### config.mk
export PLATFORM = sky130hd
export DESIGN_NAME = dbuf_addr_mgr
export DESIGN_NICKNAME = d
export VERILOG_FILES = /design/src/rtl/dbuf_pkg.sv /design/src/rtl/dbuf_cfg_regs.sv /design/src/rtl/dbuf_ptr_unit.sv /design/src/rtl/dbuf_launch.sv /design/src/rtl/dbuf_addr_mgr.sv
export SDC_FILE = /design/constraint.sdc
export NUM_CORES = 1
export LEC_CHECK = 0
export BUFFER_PORTS_ARGS = -buffer_cell sky130_fd_sc_hd__buf_2
export CORE_MARGIN = 5
export CORE_UTILIZATION = 41
export DETAILED_ROUTE_END_ITERATION = 6
export SKIP_LAST_GASP = 1
export SLEW_MARGIN = 20
export SYNTH_ARGS = -nofsm -noshare
export SYNTH_HDL_FRONTEND = slang
export SYNTH_SLANG_ARGS = --single-unit
export TNS_END_PERCENT = 30
### constraint.sdc
create_clock -name clk -period 6.2 [get_ports clk]
set_input_delay 0.31 -clock clk [delete_from_list [all_inputs] [get_ports clk]]
set_output_delay 0.31 -clock clk [all_outputs]
set_load 0.02 [all_outputs]
### src/rtl/dbuf_pkg.sv
package dbuf_pkg;
  typedef enum logic [2:0] {
    CMD_NONE     = 3'd0,
    CMD_SET_BASE = 3'd1,
    CMD_SET_OFS  = 3'd2,
    CMD_SET_ITOP = 3'd3,
    CMD_START    = 3'd4,
    CMD_CONT     = 3'd5
  } dbuf_cmd_e;
endpackage

### src/rtl/dbuf_cfg_regs.sv
module dbuf_cfg_regs #(
  parameter int PTR_W = 10
) (
  input  logic             clk,
  input  logic             rst,
  input  logic             wr_base,
  input  logic             wr_ofs,
  input  logic             wr_itop,
  input  logic [PTR_W-1:0] wdata,
  output logic [PTR_W-1:0] base_q,
  output logic [PTR_W-1:0] ofs_q,
  output logic [PTR_W-1:0] itop_q
);
  always_ff @(posedge clk) begin
    if (rst) begin
      base_q <= '0;
      ofs_q  <= '0;
      itop_q <= '0;
    end else begin
      if (wr_base) base_q <= wdata;
      if (wr_ofs)  ofs_q  <= wdata;
      if (wr_itop) itop_q <= wdata;
    end
  end
endmodule

### src/rtl/dbuf_ptr_unit.sv
module dbuf_ptr_unit #(
  parameter int PTR_W = 10
) (
  input  logic             clk,
  input  logic             rst,
  input  logic             clr,
  input  logic [PTR_W-1:0] clr_ptr,
  input  logic             adv,
  input  logic [PTR_W-1:0] base_i,
  input  logic [PTR_W-1:0] ofs_i,
  output logic [PTR_W-1:0] fill_nxt,
  output logic             flag_q,
  output logic [PTR_W-1:0] fill_q
);
  // Next half: after toggling, the flag selects whether offset is added.
  always_comb begin
    fill_nxt = base_i + (flag_q ? '0 : ofs_i);
  end

  always_ff @(posedge clk) begin
    if (rst) begin
      flag_q <= 1'b0;
      fill_q <= '0;
    end else if (clr) begin
      flag_q <= 1'b0;
      fill_q <= clr_ptr;
    end else if (adv) begin
      flag_q <= ~flag_q;
      fill_q <= fill_nxt;
    end
  end

  assert_clr_flag_R3: assert property (@(posedge clk) disable iff (rst)
    clr |=> (!flag_q && fill_q == $past(clr_ptr)));

  assert_adv_toggle_R7: assert property (@(posedge clk) disable iff (rst)
    (adv && !clr) |=> (flag_q != $past(flag_q)));

  assert_adv_sum_R7: assert property (@(posedge clk) disable iff (rst)
    (adv && !clr) |=> (fill_q == PTR_W'($past(base_i) + (flag_q ? $past(ofs_i) : PTR_W'(0)))));
endmodule

### src/rtl/dbuf_launch.sv
module dbuf_launch #(
  parameter int PTR_W  = 10,
  parameter int ADDR_W = 16
) (
  input  logic              clk,
  input  logic              rst,
  input  logic              fire,
  input  logic              resume_i,
  input  logic [ADDR_W-1:0] addr_i,
  input  logic [PTR_W-1:0]  top_i,
  input  logic [PTR_W-1:0]  itop_i,
  output logic              launch_q,
  output logic              resume_q,
  output logic [ADDR_W-1:0] addr_q,
  output logic [PTR_W-1:0]  top_q,
  output logic [PTR_W-1:0]  itop_q
);
  always_ff @(posedge clk) begin
    if (rst) begin
      launch_q <= 1'b0;
      resume_q <= 1'b0;
      addr_q   <= '0;
      top_q    <= '0;
      itop_q   <= '0;
    end else begin
      launch_q <= fire;
      if (fire) begin
        resume_q <= resume_i;
        addr_q   <= addr_i;
        top_q    <= top_i;
        itop_q   <= itop_i;
      end
    end
  end

  assert_itop_hold_R4: assert property (@(posedge clk) disable iff (rst)
    !fire |=> $stable(itop_q));
endmodule

### src/rtl/dbuf_addr_mgr.sv
module dbuf_addr_mgr
  import dbuf_pkg::*;
#(
  parameter int PTR_W  = 10,
  parameter int IMM_W  = 16,
  parameter int CODE_W = 3
) (
  input  logic              clk,
  input  logic              rst,
  input  logic              cmd_valid,
  input  logic [CODE_W-1:0] cmd_code,
  input  logic [IMM_W-1:0]  cmd_imm,
  input  logic              sink_idle,
  output logic [PTR_W-1:0]  fill_ptr,
  output logic              buf_flag,
  output logic [PTR_W-1:0]  top_out,
  output logic [PTR_W-1:0]  itop_out,
  output logic              launch,
  output logic              launch_resume,
  output logic [IMM_W-1:0]  launch_addr,
  output logic              launch_pending
);
  logic             pend_q, pend_res_q;
  logic [IMM_W-1:0] pend_addr_q;
  logic             cfg_ok, new_launch, eff_launch, eff_resume, fire;
  logic [IMM_W-1:0] eff_addr;
  logic             wr_base, wr_ofs, wr_itop;
  logic [PTR_W-1:0] imm_lo, base_q, ofs_q, itop_q, fill_nxt, clr_ptr;

  assign imm_lo = cmd_imm[PTR_W-1:0];

  always_comb begin
    cfg_ok     = cmd_valid && !pend_q;
    wr_base    = cfg_ok && (cmd_code == CMD_SET_BASE);
    wr_ofs     = cfg_ok && (cmd_code == CMD_SET_OFS);
    wr_itop    = cfg_ok && (cmd_code == CMD_SET_ITOP);
    new_launch = cfg_ok && (cmd_code == CMD_START || cmd_code == CMD_CONT);
    eff_launch = pend_q || new_launch;
    eff_resume = pend_q ? pend_res_q : (cmd_code == CMD_CONT);
    eff_addr   = pend_q ? pend_addr_q : cmd_imm;
    fire       = eff_launch && sink_idle;
    clr_ptr    = wr_base ? imm_lo : base_q;
  end

  always_ff @(posedge clk) begin
    if (rst) begin
      pend_q      <= 1'b0;
      pend_res_q  <= 1'b0;
      pend_addr_q <= '0;
    end else begin
      pend_q <= eff_launch && !sink_idle;
      if (new_launch) begin
        pend_res_q  <= (cmd_code == CMD_CONT);
        pend_addr_q <= cmd_imm;
      end
    end
  end

  dbuf_cfg_regs #(.PTR_W(PTR_W)) u_cfg (
    .clk(clk), .rst(rst), .wr_base(wr_base), .wr_ofs(wr_ofs), .wr_itop(wr_itop),
    .wdata(imm_lo), .base_q(base_q), .ofs_q(ofs_q), .itop_q(itop_q)
  );

  dbuf_ptr_unit #(.PTR_W(PTR_W)) u_ptr (
    .clk(clk), .rst(rst), .clr(wr_base || wr_ofs), .clr_ptr(clr_ptr), .adv(fire),
    .base_i(base_q), .ofs_i(ofs_q), .fill_nxt(fill_nxt), .flag_q(buf_flag), .fill_q(fill_ptr)
  );

  dbuf_launch #(.PTR_W(PTR_W), .ADDR_W(IMM_W)) u_launch (
    .clk(clk), .rst(rst), .fire(fire), .resume_i(eff_resume), .addr_i(eff_addr),
    .top_i(fill_nxt), .itop_i(itop_q), .launch_q(launch), .resume_q(launch_resume),
    .addr_q(launch_addr), .top_q(top_out), .itop_q(itop_out)
  );

  assign launch_pending = pend_q;

  assert_idle_before_launch_R6: assert property (@(posedge clk) disable iff (rst)
    launch |-> $past(sink_idle));

  assert_hold_while_parked_R6: assert property (@(posedge clk) disable iff (rst)
    (launch_pending && !sink_idle) |=> ($stable(fill_ptr) && $stable(buf_flag) && !launch));

  assert_top_matches_fill_R8: assert property (@(posedge clk) disable iff (rst)
    launch |-> (top_out == fill_ptr));

  assert_flag_flips_R7: assert property (@(posedge clk) disable iff (rst)
    launch |-> (buf_flag != $past(buf_flag)));
endmodule

=== After elaboration in Yosys (flattened, before gate mapping) ===
Index checks and enable logic that the tools add are counted.
Widths: inputs -> output; s select.

* Flip-flop bits (word level): 97
* Bits of input ports: 23
* Output and inout port bits: 50
* Word-level logic and storage cells: 40

* Add/sub/neg operators: 1
* Eq/ne operators: 5
* Mux-type cells: 6
* Bitwise operators: 1
* Reduce and logical (&&, ||, !) cells: 14

{| class="wikitable"
|+ Operators by type and width
! kind !! number
|-
| $mux 10 || 4
|-
| $mux 16 || 1
|-
| $add 10x10->10 || 1
|-
| $logic_and 1x1->1 || 7
|-
| $eq 3x2->1 const B || 2
|-
| $eq 3x3->1 const B || 2
|-
| $eq 3x1->1 const B || 1
|-
| $logic_or 1x1->1 || 3
|-
| $logic_not 1->1 || 2
|-
| $reduce_bool 2->1 || 1
|-
| $reduce_or 2->1 || 1
|-
| $mux 1 || 1
|-
| $not 1->1 || 1
|}

=== Logic depth before layout (Yosys ltp) ===
* Depth in word-level cells: 7
* Gate-level depth with buffers: 11
* Depth with buffers taken out: 10

=== By module ===
Synthesis repeated with hierarchy kept, for this count alone.

* Cell total of the unflattened synthesis: 459
* Area total of the unflattened synthesis: 4385.5 um2

{| class="wikitable"
|+ Modules (own cells, without submodules)
! module !! instances !! cells each !! area each (um2) !! seq. area each (um2)
|-
| dbuf_launch || 1 || 121 || 1342.5 || 760.7
|-
| dbuf_cfg_regs || 1 || 96 || 1062.3 || 600.6
|-
| dbuf_addr_mgr || 1 || 120 || 1051.0 || 360.3
|-
| dbuf_ptr_unit || 1 || 122 || 929.6 || 220.2
|}

=== Least setup slack after synthesis ===
Ideal clock, no wire load.

* Path kind: register to register
* Start point: reg u_ptr.flag_q
* End point: reg u_ptr.fill_q[8]
* Arrival time: 2.449 ns
* Setup slack: 3.631 ns
* Cell stages (with the launch flop): 12
* Path buffers: 1
* Clock period less this slack: 2.569 ns
* Cells stage by stage: dfxtp_1 clkbuf_1 nor2b_1 ha_1 inv_1 fa_1 and2b_1 o31a_2 o2111ai_1 and3_2 a31o_2 a211o_1

* Cells in the longest elaborated chain, start to end: 4

{| class="wikitable"
|+ Ends and longest elaborated chain
! element !! line !! source
|-
| start: declaration || dbuf_ptr_unit.sv:12 || <nowiki>output logic flag_q,</nowiki>
|-
| start signal: assignment || dbuf_ptr_unit.sv:28 || <nowiki>flag_q <= ~flag_q;</nowiki>
|-
| $mux 10 || dbuf_ptr_unit.sv:17 || <nowiki>fill_nxt = base_i + (flag_q ? '0 : ofs_i);</nowiki>
|-
| $add 10x10->10 || dbuf_ptr_unit.sv:17 ||
|-
| $mux 10 || dbuf_ptr_unit.sv:27 || <nowiki>end else if (adv) begin</nowiki>
|-
| $mux 10 || dbuf_ptr_unit.sv:24 || <nowiki>end else if (clr) begin</nowiki>
|-
| end signal: assignment || dbuf_ptr_unit.sv:26 || <nowiki>fill_q <= clr_ptr;</nowiki>
|-
| end signal: assignment || dbuf_ptr_unit.sv:29 || <nowiki>fill_q <= fill_nxt;</nowiki>
|-
| end: declaration || dbuf_ptr_unit.sv:13 || <nowiki>output logic [PTR_W-1:0] fill_q</nowiki>
|}

Every way passes these cells. The select of a mux whose other input is x is not followed.
A chain may end at the register's enable or synchronous reset.

=== Worst setup path after layout ===
Same ends and word-level chain as after synthesis.

==> impl_metrics.csv <==
group,metric,value,unit
floorplanning,die_area,0.0122,mm²
hold_path,hold_path_class,"primary input to flip-flop",
drt,vias,3374,
outcome,status,"finished, final reports clean",
drt,drt-initial-drc-count,192,
cells_and_area,finalNetCount,564,
cells_and_area,regArea,0.00194,mm²
clock_tree,cts_hold_buf,0,
global_routing,grt_max_degree,59,
global_routing,grt_pass1_vias,3258,
timing,holdWs,0.148,ns
clock_tree,cts_buffer_depth,2,
critical_path,crit_family,"compound AO/OA/AOI/OAI gates",
timing,setup-violations-final,0,
logic_synthesis,synth_top_area_share,0.470,
pwr,internal_power,0.874,mW
pwr,clock_power_share,0.372,
timing,max_slew_margin,0.313,
clock_tree,cts_htree_levels,3,
critical_path,crit_buf_inv,1,
timing,fin_crit,2.60,ns
floorplanning,std_cell_rows,36,
cells_and_area,multi_input_area,0.00203,mm²
logic_synthesis,synth_fa_ha_area_frac,0.0321,
timing,rsz0062_at_grt,"false",
timing,fmax,384,MHz
critical_path,startpoint_type,"flip-flop",
drt,via_per_inst,5.04,
floorplanning,start_util,0.421,
pwr,swShare,0.270,
logic_synthesis,syn_nets,508,
logic_synthesis,yosys_warnings,0,
logic_synthesis,syn_avg_cell_area,8.70,µm²
logic_synthesis,synth_compound_area_frac,0.154,
critical_path,r2r-start,"u_ptr.flag_q",
pwr,p_per_area,251,mW/mm²
floorplanning,core,0.00982,mm²
clock_tree,cts_tree,"built",
timing,tightestPinTransition,1.03,ns
logic_synthesis,yosys.area_share.simple,0.192,
floorplanning,io_pins,73,
logic_synthesis,yosys.cell_types.count,42,
logic_synthesis,synthMuxAreaShare,0.0945,
logic_synthesis,synth.largest_area_cell,"dfxtp_1",
timing,fin_worst_skew,0.00894,ns
clock_tree,cts_sinks,97,
clock_tree,post_cts_resized,0,
global_routing,gr-total-overflow,0,
timing,setup_tns,0,ns
critical_path,crit_path_max_incr_delay,0.45,ns
placement,hpwl,6930,µm
global_routing,grt_pass1_wl,16600,µm
logic_synthesis,synthXorXnorAreaFrac,0.0148,
timing,setup_ws,3.60,ns
drt,finalWirelength,9940,µm
hold_path,hp-start,"sink_idle",
clock_tree,path_clk_slew,0.10,ns
global_routing,grt.total_usage,0.166,
timing,hold_viol,0,
cells_and_area,syn_to_final_growth,15.4,%
placement,post-place-ws,3.66,ns
cells_and_area,nFillCells,1014,
cells_and_area,final_util,0.486,
pwr,pwr-share-seq,0.541,
critical_path,crit_chain,"nor2b_1 > ha_1 > inv_1 > fa_1 > and2b_1 > o31a_2 > o2111ai_1 > and3_2 > a31o_2 > a211o_1",
placement,place_congestion,0.796,
critical_path,critPathArrivalTime,2.87,ns
pwr,leakagePower,1.99,nW
logic_synthesis,syn-instance-count,475,
drt,antenna_left,0,
pwr,peakVddDrop,94.2,µV
clock_tree,cts_setup_buffers,0,
floorplanning,die_w,110,µm
critical_path,worstSetupStartpoint,"u_ptr.flag_q",
cells_and_area,diodes,0,
critical_path,critical-path-slowest-cell,"dfxtp_1",
global_routing,antenna_found_initial,0,
timing,period_share,0.419,
pwr,p_sw,0.323,mW
floorplanning,die_y,110,µm
logic_synthesis,synth-seq-area-share,0.470,
cells_and_area,drive_gt1_frac,0.198,
critical_path,path_max_fanout,12,
drt,wl_per_cell,14.9,µm
critical_path,cp.required,6.47,ns
drt,drc,0,
timing,drv_slew,0,
job,max_cap_viol_count,0,
clock_tree,cts_root_buf,"clkbuf_8",
logic_synthesis,synth_top_family_by_area,"simple AND/OR/NAND/NOR gates",
placement,portBuffers,72,
pwr,p_total,1.20,mW
critical_path,path_class,"flip-flop to flip-flop",
logic_synthesis,synth_seq_cells,97,
critical_path,end_kind,"flip-flop",
drt,drt_first_pass_iters,4,
clock_tree,clk_latency,0.38,ns
logic_synthesis,syn_area,0.00413,mm²
pwr,combPwrFrac,0.087,
clock_tree,numCtsBuffers,9,
logic_synthesis,synth_area_leaders,"dfxtp_1 47%, mux2i_1 9.4%, nand2_1 7.9%",
==> cell families (layout without fill, tap and decap cells) <==
family / after synthesis / after routing
and+or+nand+nor: 182 / 182
AOI/OAI and AO/OA: 102 / 102
DFF: 97 / 97
muxes: 39 / 39
buffers and inverters: 38 / 99
adders and majority gates: 10 / 10
xor gates and xnor gates: 7 / 7
==> worst register-to-register path, stage by stage, from the launching register on <==
cell and delay, ns:
dfxtp_1 0.45, nor2b_1 0.16, ha_1 0.17, inv_1 0.06, fa_1 0.38, and2b_1 0.24, o31a_2 0.17, o2111ai_1 0.16
and3_2 0.24, a31o_2 0.21, a211o_1 0.28
==> metal layers <==
metal / part of all wire / GRT usage
met1: 0.47 / 0.226
met2: 0.46 / 0.259
met3: 0.054 / 0.0350
met4: 0.016 / 0.0599
met5: 0 / 0
==> final timing paths <==
kind | end | slack (ns) | depth (start not counted)
min | launch_pending | 0.15 | 2
min reg2reg | u_launch.top_q[3] | 0.46 | 2
max | u_ptr.fill_q[8] | 3.60 | 10
max reg2reg | u_ptr.fill_q[8] | 3.60 | 10
==> cell usage in the layout (no fill, tap or decap), types with 2 or more instances in the layout <==
cell type	count
and3b_1	2
o211ai_1	2
nand3_1	9
dfxtp_1	97
xnor2_1	6
a31o_2	2
mux2i_1	39
nor2b_1	11
clkbuf_8	9
a31oi_1	2
inv_1	7
a221oi_1	3
buf_2	72
nor2_1	57
inv_8	2
a21o_1	3
a211oi_1	20
nand3b_1	3
nor3_1	2
nand2b_1	3
nand2_1	87
buf_4	4
inv_6	2
nand4_1	2
a21oi_1	47
o21ai_0	10
a21oi_2	5
ha_1	9
==> state kept, by name, summed over array words and instances, names as in the netlist, 10 cells and up <==
name	cells
u_cfg.itop_q	10
u_launch.itop_q	10
u_launch.addr_q	16
pend_addr_q	16
u_launch.top_q	10
u_ptr.fill_q	10
u_cfg.base_q	10
u_cfg.ofs_q	10
==> power by group through the flow <==
stage               Clock (mW)  Combinational, mW  Sequential, mW
CTS                      0.459              0.106           0.647
global route             0.484              0.116           0.650
global placement             0              0.104           0.661
floorplan                    0             0.0612           0.670
finish                   0.445              0.105           0.647
detailed placement           0              0.106           0.662
==> per-stage QoR <==
step,cells,area [µm²]
final,669,4770
after global routing,669,4770
after CTS,669,4760
after detailed placement,653,4540
after global placement,653,4540
after floorplan,475,4130
==> final cells by class <==
class,instances,share of cell area
clock inverters,7,0.0199
flip-flops and latches,97,0.407
clock buffers,9,0.0260
inverters,7,0.00551
well taps,133,0.0349
multi-input cells,340,0.425
repair buffers,76,0.0818
==> synth_stat cells <==
master and n:
dfxtp_1 97, xnor2_1 6, nor3b_1 1, o22ai_1 1
a31oi_1 2, buf_2 15, a21oi_1 47, a31o_2 2
o2111ai_1 1, mux2i_1 39, xor2_1 1, o21ai_1 1
o21a_1 2, nor3_1 2, and3b_1 2, nor3b_4 1
nor2_1 57, a221oi_1 3, o31a_2 1, a21o_1 3
a21oi_2 5, buf_6 1, and2b_1 1, or3b_4 1
and3_2 1, a211o_1 1, nand3b_1 3, a211oi_1 20
fa_1 1, a32oi_1 1, nand4_1 2, clkbuf_1 13
nand2_1 87, nand3_1 9, nand2b_1 3, or2_2 1
inv_1 7, buf_4 2, o211ai_1 2, nor2b_1 11
o21ai_0 10, ha_1 9
(Power assumes the default switching activity.)
